--- src/rtl/sel_out_port_pkg.sv ---
package sel_out_port_pkg;
  localparam int unsigned PORT_W  = 8;
  localparam int unsigned SEL_N   = 3;
  // bit set = select is active-high
  localparam logic [SEL_N-1:0] SEL_POL = 3'b011;
endpackage

--- src/rtl/sel_strobe_dec.sv ---
module sel_strobe_dec #(
  parameter int unsigned SEL_N = 3,
  parameter logic [SEL_N-1:0] SEL_POL = '1
) (
  input  logic [SEL_N-1:0] sel_i,
  output logic             strb_o
);
  logic [SEL_N-1:0] act;

  for (genvar g = 0; g < SEL_N; g++) begin : g_sel
    if (SEL_POL[g]) begin : g_hi
      assign act[g] = sel_i[g];
    end else begin : g_lo
      assign act[g] = ~sel_i[g];
    end
  end

  assign strb_o = &act;
endmodule

--- src/rtl/sel_hold_reg.sv ---
module sel_hold_reg #(
  parameter int unsigned W = 8
) (
  input  logic         clk_i,
  input  logic         rst_ni,
  input  logic         strb_i,
  input  logic         clr_i,
  input  logic [W-1:0] d_i,
  output logic [W-1:0] q_o
);
  always_ff @(posedge clk_i or negedge rst_ni) begin
    if (!rst_ni)     q_o <= '0;
    else if (strb_i) q_o <= d_i;
    else if (clr_i)  q_o <= '0;
  end
endmodule

--- src/rtl/sel_out_mux.sv ---
module sel_out_mux #(
  parameter int unsigned W = 8
) (
  input  logic         strb_i,
  input  logic         clr_i,
  input  logic [W-1:0] d_i,
  input  logic [W-1:0] q_i,
  output logic [W-1:0] y_o
);
  // strobe outranks clear; both act within the cycle
  always_comb begin
    if (strb_i)     y_o = d_i;
    else if (clr_i) y_o = '0;
    else            y_o = q_i;
  end
endmodule

--- src/rtl/sel_out_port.sv ---
module sel_out_port
  import sel_out_port_pkg::*;
#(
  parameter int unsigned W = PORT_W,
  parameter int unsigned NS = SEL_N,
  parameter logic [NS-1:0] POL = SEL_POL
) (
  input  logic          clk_i,
  input  logic          rst_ni,
  input  logic [NS-1:0] sel_i,
  input  logic          clr_i,
  input  logic [W-1:0]  data_i,
  output logic [W-1:0]  data_o
);
  logic         strb;
  logic [W-1:0] held_q;

  sel_strobe_dec #(.SEL_N(NS), .SEL_POL(POL)) u_dec (
    .sel_i  (sel_i),
    .strb_o (strb)
  );

  sel_hold_reg #(.W(W)) u_reg (
    .clk_i  (clk_i),
    .rst_ni (rst_ni),
    .strb_i (strb),
    .clr_i  (clr_i),
    .d_i    (data_i),
    .q_o    (held_q)
  );

  sel_out_mux #(.W(W)) u_mux (
    .strb_i (strb),
    .clr_i  (clr_i),
    .d_i    (data_i),
    .q_i    (held_q),
    .y_o    (data_o)
  );
endmodule

--- config.mk ---
export PLATFORM = sky130hd
export DESIGN_NAME = sel_out_port
export DESIGN_NICKNAME = d
export VERILOG_FILES = /design/src/rtl/sel_out_port_pkg.sv /design/src/rtl/sel_strobe_dec.sv /design/src/rtl/sel_hold_reg.sv /design/src/rtl/sel_out_mux.sv /design/src/rtl/sel_out_port.sv
export SDC_FILE = /design/constraint.sdc
export NUM_CORES = 1
export LEC_CHECK = 0
export BUFFER_PORTS_ARGS = -buffer_cell sky130_fd_sc_hd__buf_4
export CAP_MARGIN = 30
export CORE_AREA = 2 2 39 41
export DETAILED_ROUTE_END_ITERATION = 12
export DIE_AREA = 0 0 41 43
export PLACE_DENSITY = 0.71
export SLEW_MARGIN = 20
export SYNTH_ARGS = -nofsm -noshare
export SYNTH_HDL_FRONTEND = slang
export SYNTH_HIERARCHICAL = 1
export SYNTH_SLANG_ARGS = --single-unit
--- constraint.sdc ---
create_clock -name clk_i -period 0.9 [get_ports clk_i]
set_input_delay 0.045 -clock clk_i [delete_from_list [all_inputs] [get_ports clk_i]]
set_output_delay 0.045 -clock clk_i [all_outputs]
set_load 0.03 [all_outputs]
==> results.json, run 1 <==
{
  "outcome": "finished with violations",
  "violations": "negative setup slack",
  "cts_buffer_depth": 2,
  "grt_max_degree": 13,
  "cap_violations": 0,
  "drt_iter0_drc": 4,
  "fmax_mhz": 997.3,
  "fin_ws_ns": -0.1027,
  "worst-path-buf-inv": 1,
  "cp.arrival_ns": 0.96,
  "endpoint_kind": "primary output",
  "drt_first_pass_iters": 4,
  "preCtsSetupSlack_ns": -0.09798,
  "crit_path_max_fanout": 2,
  "reg_top3": "u_reg/q_o x8",
  "power_density_nw_per_um2": 1297,
  "die_h_um": 43,
  "top_register": "u_reg/q_o",
  "h-tree-depth": 1,
  "rows": 14,
  "r2r_end": "u_reg/q_o[4]$_DFFE_PN0P_",
  "core_area_um2": 1384,
  "root_buffer": "clkbuf_4",
  "diodes": 0,
  "rr_startpoint": "u_reg/q_o[4]$_DFFE_PN0P_",
  "critPathSlowestCell": "dfrtp_1",
  "clk_latency_ns": 0.25,
  "rsz0062_at_grt": "yes",
  "drive_gt1_share_pct": 58.06,
  "drt-total-wl_um": 1051,
  "grt_pass1_wl_um": 1690,
  "crit_path_end": "data_o[0]",
  "cts_tree": "done",
  "area_growth_pct": 65.06,
  "yosysWarnings": 6,
  "final_common_cell": "buf_4",
  "finalClockSkew_ns": 0,
  "clkSinkCount": 8,
  "ioPinCount": 22,
  "holdWs_ns": 0.03452,
  "cts.clk_slew.worst_paths_ns": 0.05,
  "cp.required_ns": 0.85,
  "worstPathCellList": "a22o_1 > buf_6",
  "io_buffers": 21,
  "ys_ff_latch": 8,
  "path_depth": 2,
  "crit_family": "flip-flops",
  "hpwl_um": 761.4,
  "irDropWorstVdd_mv": 0.8535,
  "ant_nets": 0,
  "post_drt_wl_per_cell_um": 13.47,
  "grtUsageTotal_pct": 14.92,
  "slew_headroom_pct": 81.98,
  "place_area_um2": 585.6,
  "largest_reg_flops": 8,
  "setup_viol": 9,
  "grt_antenna_before_repair": 0,
  "mappedNetlistNets": 47,
  "syn_avg_cell_area_um2": 12.59,
  "cpPeakStageDelay_ns": 0.38,
  "nNetsFinal": 78,
  "p_leak_uw": 0.0003478,
  "min_period_ns": 1.003,
  "cts_buffers": 3,
  "reg2reg_depth": 3,
  "ys_seq_area_share_pct": 48.19,
  "seq_area_um2": 200.2,
  "period_share_pct": 111.4,
  "cp-start-kind": "flop",
  "synthCells": 33,
  "fin_area_um2": 685.7,
  "fp.dieArea_um2": 1763,
  "final_max_slew_viol_count": 0,
  "multi_input_area_um2": 200.2,
  "via_per_inst": 5.026,
  "netlist_area_um2": 415.4,
  "drc": 0,
  "start_util_pct": 30.02,
  "r2r_slack_ns": 0,
  "hold_violations": 0,
  "tightest_slew_ns": 0.2700,
  "grt_pass1_vias": 385,
  "mostFrequentLayoutCells": "buf_4, a22o_1, buf_6, dfrtp_1, clkbuf_4",
  "vias": 392,
  "crit_type": "flop to primary output",
  "synth.distinct_cells": 9,
  "place_congestion": 0.6518,
  "crit_start": "u_reg/q_o[0]$_DFFE_PN0P_",
  "gr-total-overflow": 0,
  "die_w_um": 41,
  "hp-class": "input pin to flop",
  "fill_cells": 126
}
[routing by layer]
metal | GRT usage [%] | share of wire [%] | up-vias
li1 | - | - | 189
met1 | 17.67 | 44 | 191
met2 | 21.88 | 49 | 10
met3 | 6.283 | 4.8 | 2
met4 | 8.000 | 2.1 | 0
met5 | 0 | 0 | -
[stage by stage]
stage / std cells / util [%] / TNS, ns / total power, µW
2_1_floorplan: 33 / - / -0.01141 / 501.7
3_3_place_gp: 70 / 42.31 / -0.8212 / 596.7
3_5_place_dp: 70 / 42.31 / -1.051 / 599.4
4_1_cts: 76 / 47.92 / -0.8788 / 898.8
5_1_grt: 78 / 49.55 / -1.070 / 932.3
6_report: 78 / 49.55 / -0.7380 / 889.3
[worst min-delay path by stage]
stage	start	end	slack (ns)	cells after the start
after detailed placement	rst_ni	u_reg/q_o[0]$_DFFE_PN0P_	-0.13	1
after floorplan	rst_ni	u_reg/q_o[0]$_DFFE_PN0P_	-0.25	0
after global placement	rst_ni	u_reg/q_o[0]$_DFFE_PN0P_	-0.13	1
final	data_i[6]	u_reg/q_o[6]$_DFFE_PN0P_	0.03	2
after CTS	data_i[0]	u_reg/q_o[0]$_DFFE_PN0P_	0.03	2
after global routing	data_i[6]	u_reg/q_o[6]$_DFFE_PN0P_	0.03	2
[power breakdown]
part           internal [µW]  leakage [µW]  switching, µW
registers                379      0.000108           10.8
logic                    124      0.000226            114
clock network            152     0.0000138            109
[kinds of logic after synthesis]
group | synth area share, %
AO/OA/AOI/OAI | 31.93
flip-flops | 48.19
buffers and inverters | 5.421
AND/OR/NAND/NOR | 14.46
[final cells by class]
cell class	count	share of cell area, %
clock buffers	3	3.285
repair buffers	28	35.40
flip-flops and latches	8	29.20
well taps	16	2.920
multi-input cells	23	29.20
[worst register-to-register path: cells and delay by family, from the launching register on]
family | cells | cell delay, ns
compound gates | 1 | 0.17
flops | 1 | 0.37
buf+inv | 2 | 0.25
[synthesized netlist by cell type]
library cell | count | area share [%]
o21ai_1 | 2 | 2.4
nor2_2 | 1 | 1.5
and3b_1 | 1 | 2.1
buf_6 | 2 | 5.4
nand2_1 | 2 | 1.8
a22o_1 | 14 | 30
nand2b_2 | 2 | 4.2
dfrtp_1 | 8 | 48
nor2_8 | 1 | 4.8
[timing repair]
action | 4_1_cts | 5_1_grt
resized for setup | 8 | 2
pin swaps | 6 | 0
setup endpoints to repair | 8 | 8
hold buffers | 1 | 0
endpoints found under the hold margin | 8 | 0
setup buffers | 2 | 2
Power figures use the tool's default switching activity.
==> run 2: changes to the inputs <==
--- a/config.mk
+++ b/config.mk
@@ -5,12 +5,13 @@
 export SDC_FILE = /design/constraint.sdc
 export NUM_CORES = 1
 export LEC_CHECK = 0
-export BUFFER_PORTS_ARGS = -buffer_cell sky130_fd_sc_hd__buf_4
 export CAP_MARGIN = 30
 export CORE_AREA = 2 2 39 41
 export DETAILED_ROUTE_END_ITERATION = 12
 export DIE_AREA = 0 0 41 43
-export PLACE_DENSITY = 0.71
+export DONT_BUFFER_PORTS = 1
+export HOLD_SLACK_MARGIN = 0.06
+export PLACE_DENSITY = 0.57
 export SLEW_MARGIN = 20
 export SYNTH_ARGS = -nofsm -noshare
 export SYNTH_HDL_FRONTEND = slang
==> run 2 against run 1 <==
Via count fell by 5.9%. Highest routed layer unchanged. Global-route usage rose by 0.49 points. The flow still finishes with violations (negative setup slack). Sequential share of layout area fell by 0.83 points. Routed wire length rose by 7.4%.
==> results.json, run 2 (synthesized netlist as in run 1, its figures left out) <==
{
  "outcome": "finished with violations",
  "violations": "negative setup slack",
  "clk_latency_ns": 0.24,
  "min_period_ns": 1.003,
  "mostFrequentLayoutCells": "buf_4, dlygate4sd3_1, a22o_1, dfrtp_1, a22o_4",
  "die_h_um": 43,
  "via_per_inst": 5.055,
  "hold_violations": 0,
  "power_density_nw_per_um2": 1257,
  "reg_top3": "u_reg/q_o x8",
  "fill_cells": 126,
  "cp-start-kind": "flop",
  "finalClockSkew_ns": 0,
  "cts.clk_slew.worst_paths_ns": 0.05,
  "fp.dieArea_um2": 1763,
  "cp.arrival_ns": 0.96,
  "cpPeakStageDelay_ns": 0.37,
  "tightest_slew_ns": 0.3566,
  "cap_violations": 0,
  "cts_tree": "done",
  "cts_buffers": 3,
  "place_congestion": 0.6001,
  "setup_viol": 10,
  "area_growth_pct": 69.88,
  "final_max_slew_viol_count": 0,
  "fin_ws_ns": -0.1035,
  "drc": 0,
  "rows": 14,
  "grt_pass1_vias": 431,
  "drive_gt1_share_pct": 49.12,
  "crit_path_max_fanout": 2,
  "core_area_um2": 1384,
  "root_buffer": "clkbuf_4",
  "die_w_um": 41,
  "post_drt_wl_per_cell_um": 15.47,
  "worstPathCellList": "nand2b_2 > o21ai_2 > buf_6",
  "grtUsageTotal_pct": 15.42,
  "cp.required_ns": 0.85,
  "vias": 369,
  "fmax_mhz": 996.5,
  "hpwl_um": 724,
  "largest_reg_flops": 8,
  "endpoint_kind": "primary output",
  "rsz0062_at_grt": "yes",
  "hp-class": "input pin to async pin",
  "grt_pass1_wl_um": 1773,
  "drt_iter0_drc": 1,
  "worst-path-buf-inv": 1,
  "final_common_cell": "buf_4",
  "io_buffers": 0,
  "diodes": 0,
  "cts_buffer_depth": 2,
  "drt-total-wl_um": 1129,
  "ioPinCount": 22,
  "post-route-util_pct": 50.99,
  "ant_nets": 0,
  "top_register": "u_reg/q_o",
  "p_leak_uw": 0.0003487,
  "clkSinkCount": 8,
  "crit_type": "flop to primary output",
  "crit_family": "flip-flops",
  "irDropWorstVdd_mv": 0.6653,
  "critPathSlowestCell": "dfrtp_1",
  "slew_headroom_pct": 76.15,
  "grt_max_degree": 9,
  "drt_first_pass_iters": 3,
  "nNetsFinal": 73,
  "period_share_pct": 111.5,
  "h-tree-depth": 1,
  "power.total_uw": 886.8,
  "start_util_pct": 30.02,
  "grt_antenna_before_repair": 0,
  "gr-total-overflow": 0
}
==> run 2: routing by layer <==
| layer | share of wire, % | wire length (µm) | GRT usage [%] |
|---|---|---|---|
| met5 | 0 | 0 | 0 |
| met4 | 0.89 | 10 | 10.00 |
| met3 | 9.1 | 103 | 5.759 |
| met2 | 50 | 564 | 24.06 |
| met1 | 40 | 451 | 16.28 |
==> run 2: final timing paths <==
check                      cells past startpoint                startpoint  slack [ns]                  endpoint
min in group clk_i                             1                 data_i[7]        0.25                 data_o[7]
setup reg to reg                               3  u_reg/q_o[3]$_DFFE_PN0P_       -0.02  u_reg/q_o[3]$_DFFE_PN0P_
hold / removal                                 1                    rst_ni        0.14  u_reg/q_o[1]$_DFFE_PN0P_
setup / recovery                               3  u_reg/q_o[6]$_DFFE_PN0P_       -0.10                 data_o[6]
hold reg to reg                                1  u_reg/q_o[5]$_DFFE_PN0P_        0.53  u_reg/q_o[5]$_DFFE_PN0P_
max in group asynchronous                      1                    rst_ni        0.50  u_reg/q_o[0]$_DFFE_PN0P_
==> run 2: layout make-up <==
type	instances	area (µm²)	share of cell area (%)
Clock buffer	3	22.52	3.191
Multi-Input combinational cell	23	257.7	36.52
Sequential cell	8	200.2	28.37
Tap cell	16	20.02	2.837
Timing Repair Buffer	23	205.2	29.08
==> run 2: power by group <==
group          leakage, µW  switching [µW]  internal, µW
Sequential        0.000108            13.6           379
Combinational     0.000227             109           119
Clock            0.0000138             114           152
==> run 2: repair_timing <==
item,in CTS,in global routing
cloned,0,0
endpoints found under the setup margin,8,8
gates resized for setup,14,3
endpoints found under the hold margin,16,0
setup buffers,4,4
hold buffers,10,0
pin swaps,5,4
==> run 2: per-stage QoR <==
step	std cells	setup WS (ns)	instance area, µm²	hold slack, ns	setup TNS (ns)
floorplan	33	-0.005704	415.4	-0.2506	-0.01141
global route	73	-0.1705	705.7	0.1486	-0.8599
CTS	69	-0.1232	663.1	0.1429	-0.5648
global placement	52	0.01568	450.4	-0.2504	0
detailed placement	52	-0.02029	450.4	-0.2504	-0.1308
finish	73	-0.1035	705.7	0.1398	-0.5008
